$ cat src/rtl/can_flag_pkg.sv
package can_flag_pkg;
  localparam int NFLAG    = 8;
  localparam int B_WAKE   = 7;
  localparam int B_RWARN  = 6;
  localparam int B_TWARN  = 5;
  localparam int B_RPASS  = 4;
  localparam int B_TPASS  = 3;
  localparam int B_BOFF   = 2;
  localparam int B_OVR    = 1;
  localparam int B_RXF    = 0;

  // flags that hold off the warning flags
  localparam logic [NFLAG-1:0] SEVERE_MASK = 8'b0001_1100;
  // flags gathered onto the error interrupt
  localparam logic [NFLAG-1:0] ERRGRP_MASK = 8'b0111_1100;

  function automatic logic above_lim(input int unsigned cnt, input int unsigned lim);
    return cnt > lim;
  endfunction

  function automatic logic any_masked(input logic [NFLAG-1:0] v, input logic [NFLAG-1:0] m);
    return |(v & m);
  endfunction
endpackage

$ cat src/rtl/can_flag_cond.sv
module can_flag_cond
  import can_flag_pkg::*;
#(
  parameter int CNT_W       = 8,
  parameter int WARN_LIM    = 96,
  parameter int PASSIVE_LIM = 127
) (
  input  logic [NFLAG-1:0] flags_q,
  input  logic             sleep_mode,
  input  logic             bus_activity,
  input  logic [CNT_W-1:0] rx_err_cnt,
  input  logic [CNT_W-1:0] tx_err_cnt,
  input  logic             bus_off,
  input  logic             rx_overrun,
  input  logic             rx_frame_done,
  output logic [NFLAG-1:0] cond
);
  logic severe_held;
  logic rx_warn_lvl, tx_warn_lvl, rx_pass_lvl, tx_pass_lvl;

  always_comb begin
    severe_held = any_masked(flags_q, SEVERE_MASK);
    rx_warn_lvl = above_lim(32'(rx_err_cnt), WARN_LIM);
    tx_warn_lvl = above_lim(32'(tx_err_cnt), WARN_LIM);
    rx_pass_lvl = above_lim(32'(rx_err_cnt), PASSIVE_LIM);
    tx_pass_lvl = above_lim(32'(tx_err_cnt), PASSIVE_LIM);
    cond          = '0;
    cond[B_WAKE]  = sleep_mode & bus_activity;
    cond[B_RWARN] = rx_warn_lvl & ~severe_held;
    cond[B_TWARN] = tx_warn_lvl & ~severe_held;
    cond[B_RPASS] = rx_pass_lvl;
    cond[B_TPASS] = tx_pass_lvl;
    cond[B_BOFF]  = bus_off;
    cond[B_OVR]   = rx_overrun;
    cond[B_RXF]   = rx_frame_done;
  end
endmodule

$ cat src/rtl/can_flag_bit.sv
module can_flag_bit (
  input  logic clk,
  input  logic rst_n,
  input  logic soft_clr,
  input  logic set_cond,
  input  logic clr_req,
  output logic flag_q
);
  logic clr_hit;
  logic flag_d;

  always_comb begin
    clr_hit = clr_req & ~set_cond;
    if (soft_clr)      flag_d = 1'b0;
    else if (set_cond) flag_d = 1'b1;
    else if (clr_hit)  flag_d = 1'b0;
    else               flag_d = flag_q;
  end

  always_ff @(posedge clk or negedge rst_n) begin
    if (!rst_n) flag_q <= 1'b0;
    else        flag_q <= flag_d;
  end

  a_r7_set_wins: assert property (@(posedge clk) disable iff (!rst_n)
    (set_cond && !soft_clr) |=> flag_q);
  a_r6_clear_takes: assert property (@(posedge clk) disable iff (!rst_n)
    (clr_req && !set_cond && !soft_clr) |=> !flag_q);
  a_r6_hold_no_clear: assert property (@(posedge clk) disable iff (!rst_n)
    (flag_q && !clr_req && !soft_clr) |=> flag_q);
  a_r8_soft_clears: assert property (@(posedge clk) disable iff (!rst_n)
    soft_clr |=> !flag_q);
endmodule

$ cat src/rtl/can_flag_irq.sv
module can_flag_irq
  import can_flag_pkg::*;
(
  input  logic [NFLAG-1:0] flags_q,
  input  logic [NFLAG-1:0] en_q,
  output logic             irq_wake,
  output logic             irq_err,
  output logic             irq_ovr,
  output logic             irq_rxf
);
  logic [NFLAG-1:0] pend;

  always_comb begin
    pend     = flags_q & en_q;
    irq_wake = pend[B_WAKE];
    irq_err  = any_masked(pend, ERRGRP_MASK);
    irq_ovr  = pend[B_OVR];
    irq_rxf  = pend[B_RXF];
  end
endmodule

$ cat src/rtl/can_rx_flag_reg.sv
module can_rx_flag_reg
  import can_flag_pkg::*;
#(
  parameter int CNT_W       = 8,
  parameter int WARN_LIM    = 96,
  parameter int PASSIVE_LIM = 127
) (
  input  logic             clk,
  input  logic             rst_n,
  input  logic             soft_rst,
  input  logic             reg_addr,
  input  logic             reg_wr,
  input  logic [NFLAG-1:0] reg_wdata,
  output logic [NFLAG-1:0] reg_rdata,
  input  logic             sleep_mode,
  input  logic             bus_activity,
  input  logic [CNT_W-1:0] rx_err_cnt,
  input  logic [CNT_W-1:0] tx_err_cnt,
  input  logic             bus_off,
  input  logic             rx_overrun,
  input  logic             rx_frame_done,
  output logic             irq_wake,
  output logic             irq_err,
  output logic             irq_ovr,
  output logic             irq_rxf
);
  logic [NFLAG-1:0] flags_q;
  logic [NFLAG-1:0] en_q;
  logic [NFLAG-1:0] cond;
  logic [NFLAG-1:0] clr_vec;
  logic             flag_wr, en_wr;

  assign flag_wr = reg_wr & ~reg_addr;
  assign en_wr   = reg_wr &  reg_addr;
  assign clr_vec = flag_wr ? reg_wdata : '0;

  can_flag_cond #(.CNT_W(CNT_W), .WARN_LIM(WARN_LIM), .PASSIVE_LIM(PASSIVE_LIM)) u_cond (
    .flags_q(flags_q), .sleep_mode(sleep_mode), .bus_activity(bus_activity),
    .rx_err_cnt(rx_err_cnt), .tx_err_cnt(tx_err_cnt), .bus_off(bus_off),
    .rx_overrun(rx_overrun), .rx_frame_done(rx_frame_done), .cond(cond)
  );

  for (genvar i = 0; i < NFLAG; i++) begin : g_flag
    can_flag_bit u_bit (
      .clk(clk), .rst_n(rst_n), .soft_clr(soft_rst),
      .set_cond(cond[i]), .clr_req(clr_vec[i]), .flag_q(flags_q[i])
    );
  end

  always_ff @(posedge clk or negedge rst_n) begin
    if (!rst_n)     en_q <= '0;
    else if (en_wr) en_q <= reg_wdata;
  end

  assign reg_rdata = reg_addr ? en_q : flags_q;

  can_flag_irq u_irq (
    .flags_q(flags_q), .en_q(en_q),
    .irq_wake(irq_wake), .irq_err(irq_err), .irq_ovr(irq_ovr), .irq_rxf(irq_rxf)
  );

  a_r3_no_warn_after_severe: assert property (@(posedge clk) disable iff (!rst_n)
    (any_masked(flags_q, SEVERE_MASK) && !flags_q[B_RWARN]) |=> !flags_q[B_RWARN]);
  a_r8_soft_keeps_enables: assert property (@(posedge clk) disable iff (!rst_n)
    (soft_rst && !en_wr) |=> $stable(en_q));
  a_r9_quiet_when_masked: assert property (@(posedge clk) disable iff (!rst_n)
    (en_q == '0) |-> !(irq_wake || irq_err || irq_ovr || irq_rxf));
  a_r2_wake_needs_sleep: assert property (@(posedge clk) disable iff (!rst_n)
    (!flags_q[B_WAKE] && !sleep_mode) |=> !flags_q[B_WAKE]);
endmodule

$ cat config.mk
export PLATFORM = sky130hd
export DESIGN_NAME = can_rx_flag_reg
export DESIGN_NICKNAME = d
export VERILOG_FILES = /design/src/rtl/can_flag_pkg.sv /design/src/rtl/can_flag_cond.sv /design/src/rtl/can_flag_bit.sv /design/src/rtl/can_flag_irq.sv /design/src/rtl/can_rx_flag_reg.sv
export SDC_FILE = /design/constraint.sdc
export NUM_CORES = 1
export LEC_CHECK = 0
export BUFFER_PORTS_ARGS = -buffer_cell sky130_fd_sc_hd__buf_4
export CAP_MARGIN = 40
export CORE_MARGIN = 4
export CORE_UTILIZATION = 30
export CTS_BUF_LIST = sky130_fd_sc_hd__clkbuf_16
export DETAILED_ROUTE_END_ITERATION = 10
export PLACE_DENSITY = 0.6
export SYNTH_ARGS = -nofsm -noshare
export SYNTH_HDL_FRONTEND = slang
export SYNTH_HIERARCHICAL = 1
export SYNTH_SLANG_ARGS = --single-unit
$ cat constraint.sdc
create_clock -name clk -period 1.4 [get_ports clk]
set_input_delay 0.14 -clock clk [delete_from_list [all_inputs] [get_ports clk]]
set_output_delay 0.14 -clock clk [all_outputs]
set_load 0.03 [all_outputs]
==> results.md <==
* Area of all sequential standard cells at 400 um^2
* Critical Path Start Type: flop
* Final worst-path cycle share at 0.990
* LEAKAGE at 0.707 nW
* Non-Filler Instances at 178
* Setup TNS at 0 ns
* Clock latency on the worst-skew pair at 0.24 ns
* Core Util, Final at 0.463
* Number of port buffers at 45
* Core box area at 0.00313 mm^2
* Status: finished clean
* Setup violators final at 0
* Slew Viols, Final at 0
* Synth top area share at 0.399
* Rows at 20
* Via Count at 788
* Initial Util at 0.321
* CTS root buf: clkbuf_16
* Fin crit period at 1.39 ns
* Finished Cell Area at 0.00145 mm^2
* Hold WC Path Type: in2reg
* Setup ws final at 0.0136 ns
* ANT cells at 0
* Via-to-Cell Ratio at 4.43
* CTS tree: built
* Drt total wl at 2250 um
* Post-DP HPWL at 1770 um
* Tot GR Track Use at 0.113
* Slew margin rel. at 0.790
* Final nets at 169
* Worst slew pin tran at 0.315 ns
* Synthesized area at 0.00100 mm^2
* Layout cells sized above 1 at 0.575
* Vias in the first global route at 835
* Final Hold Vio Count at 0
* Setup WS pre-CTS at 0.103 ns
* DRT iter0 DRCs at 13
* Initial antenna violation count at 0
* Ys Warns at 6
* Number of max-cap violations at 0
* WS Path Type: reg2out
* Multi-input logic area at 517 um^2
* Post-synthesis register bit count at 16
* Clock slew at reported path FFs at 0.05 ns
* Peak supply drop at 0.000364 V
* Critical Path RT at 1.26 ns
* Final setup skew at 0.000655 ns
* Number of H-tree levels at 1
* Sequential area share after synthesis at 0.399
* Chip height at 65.8 um
* Synth unique cells at 20
* Die footprint at 0.00433 mm^2
* Post-DP Area at 0.00134 mm^2
* Worst-path fanout max at 2
* Average wire per standard cell at 12.6 um
* Syn Area/Cell at 11.1 um^2
* First-pass DRT Iterations at 4
* Placed Instances at 171
* Total grt overflow at 0
* # IOs at 46
* Area leader, netlist: dfrtp_1
* Pwr Total at 1.55 mW
* CTS buffer count at 3
* Syn Inst Count at 90
* Power per cell area at 1070 mW/mm^2
* Routed Antenna Nets at 0
* Synth area leaders: dfrtp_1 40%, mux2_4 12%, mux2_2 9.0%
* First-pass GRT wire length at 3650 um
* CTS Sinks at 16
* Arr. time, crit path at 1.25 ns
* Max Fclk at 0.721 GHz
* Pin count of the biggest net entering global routing at 17
* Area grow syn2layout at 44.3%
* RSZ-0062 raised after global routing: yes
* Fillers at 305
* Syn_nets at 124
* Remaining DRCs at 0
* Die W at 65.8 um
* RD Place Congestion at 0.737
* Setup crit end kind: primary output
* Max Root-Sink Buffers at 2
* Min Hold Slack at 0.131 ns
[where the power goes]
part           total (mW)  internal, mW  switching [mW]
Combinational       0.451         0.243           0.209
Clock               0.544         0.378           0.166
Sequential          0.553         0.515          0.0383
[what timing repair did]
action	4_1_cts	5_1_grt
hold endpoints to repair	16	0
hold buffers	1	0
pin swaps	2	0
buffers inserted	2	0
resized for setup	1	0
endpoints found under the setup margin	1	1
[synthesized netlist by cell type (all sizes together)]
master  instances
buf             6
mux2           16
and2           12
a21oi          10
dfrtp          16
inv             8
nor4            2
nor2b           1
a22oi           1
a222oi          1
nand2           2
a211oi          2
or3             1
nor2            2
nand2b          8
clkbuf          2
[logic make-up after synthesis]
kind of cell           Yosys count  share of synthesized area
and+or+nand+nor                 28                      0.193
buffers and inverters           16                     0.0860
AOI/OAI and AO/OA               14                      0.112
muxes                           16                      0.209
DFF                             16                      0.399
[routing by layer]
metal | track usage | part of all wire
met5 | 0 | 0
met4 | 0.0622 | 0.013
met3 | 0.0289 | 0.072
met2 | 0.188 | 0.50
met1 | 0.131 | 0.42
[cell usage in the layout (no fill, tap or decap), types with 2 or more instances in the layout]
cell type / n
nor4_1: 2
inv_1: 8
nand2b_1: 8
mux2_4: 8
a21oi_2: 8
and2_1: 12
mux2_2: 8
clkbuf_16: 3
buf_4: 46
a211oi_1: 2
nor2_1: 2
dfrtp_1: 16
a21oi_1: 2
[flip-flops by register name (all words and copies together), names as in the netlist]
register,flops
en_q,8
g_flag.u_bit/flag_q,8
[final cells by class]
class / count / share of cell area
multi-input combinational: 58 / 0.357
sequential: 16 / 0.277
timing repair buffer: 48 / 0.253
clock buffer: 3 / 0.0519
tap: 44 / 0.0380
inverter: 8 / 0.0207
clock inverter: 1 / 0.00259
[final timing paths]
path | start | endpoint | slack, ns | cells after the start
setup reg to reg | g_flag[3].u_bit/flag_q | g_flag[5].u_bit/flag_q | 0.11 | 4
min in group asynchronous | rst_n | en_q[5] | 0.30 | 2
hold / removal | reg_wdata[1] | en_q[1] | 0.13 | 2
setup / recovery | en_q[2] | irq_err | 0.01 | 3
hold reg to reg | en_q[7] | en_q[7] | 0.52 | 1
max in group asynchronous | rst_n | en_q[6] | 0.92 | 2
[worst max-delay path, cell delays in order, from the launching register on]
cell and delay [ns]:
dfrtp_1 0.37, a222oi_1 0.37, nand2_1 0.11, buf_6 0.15
Note: power is estimated with default switching activity, not from simulation.
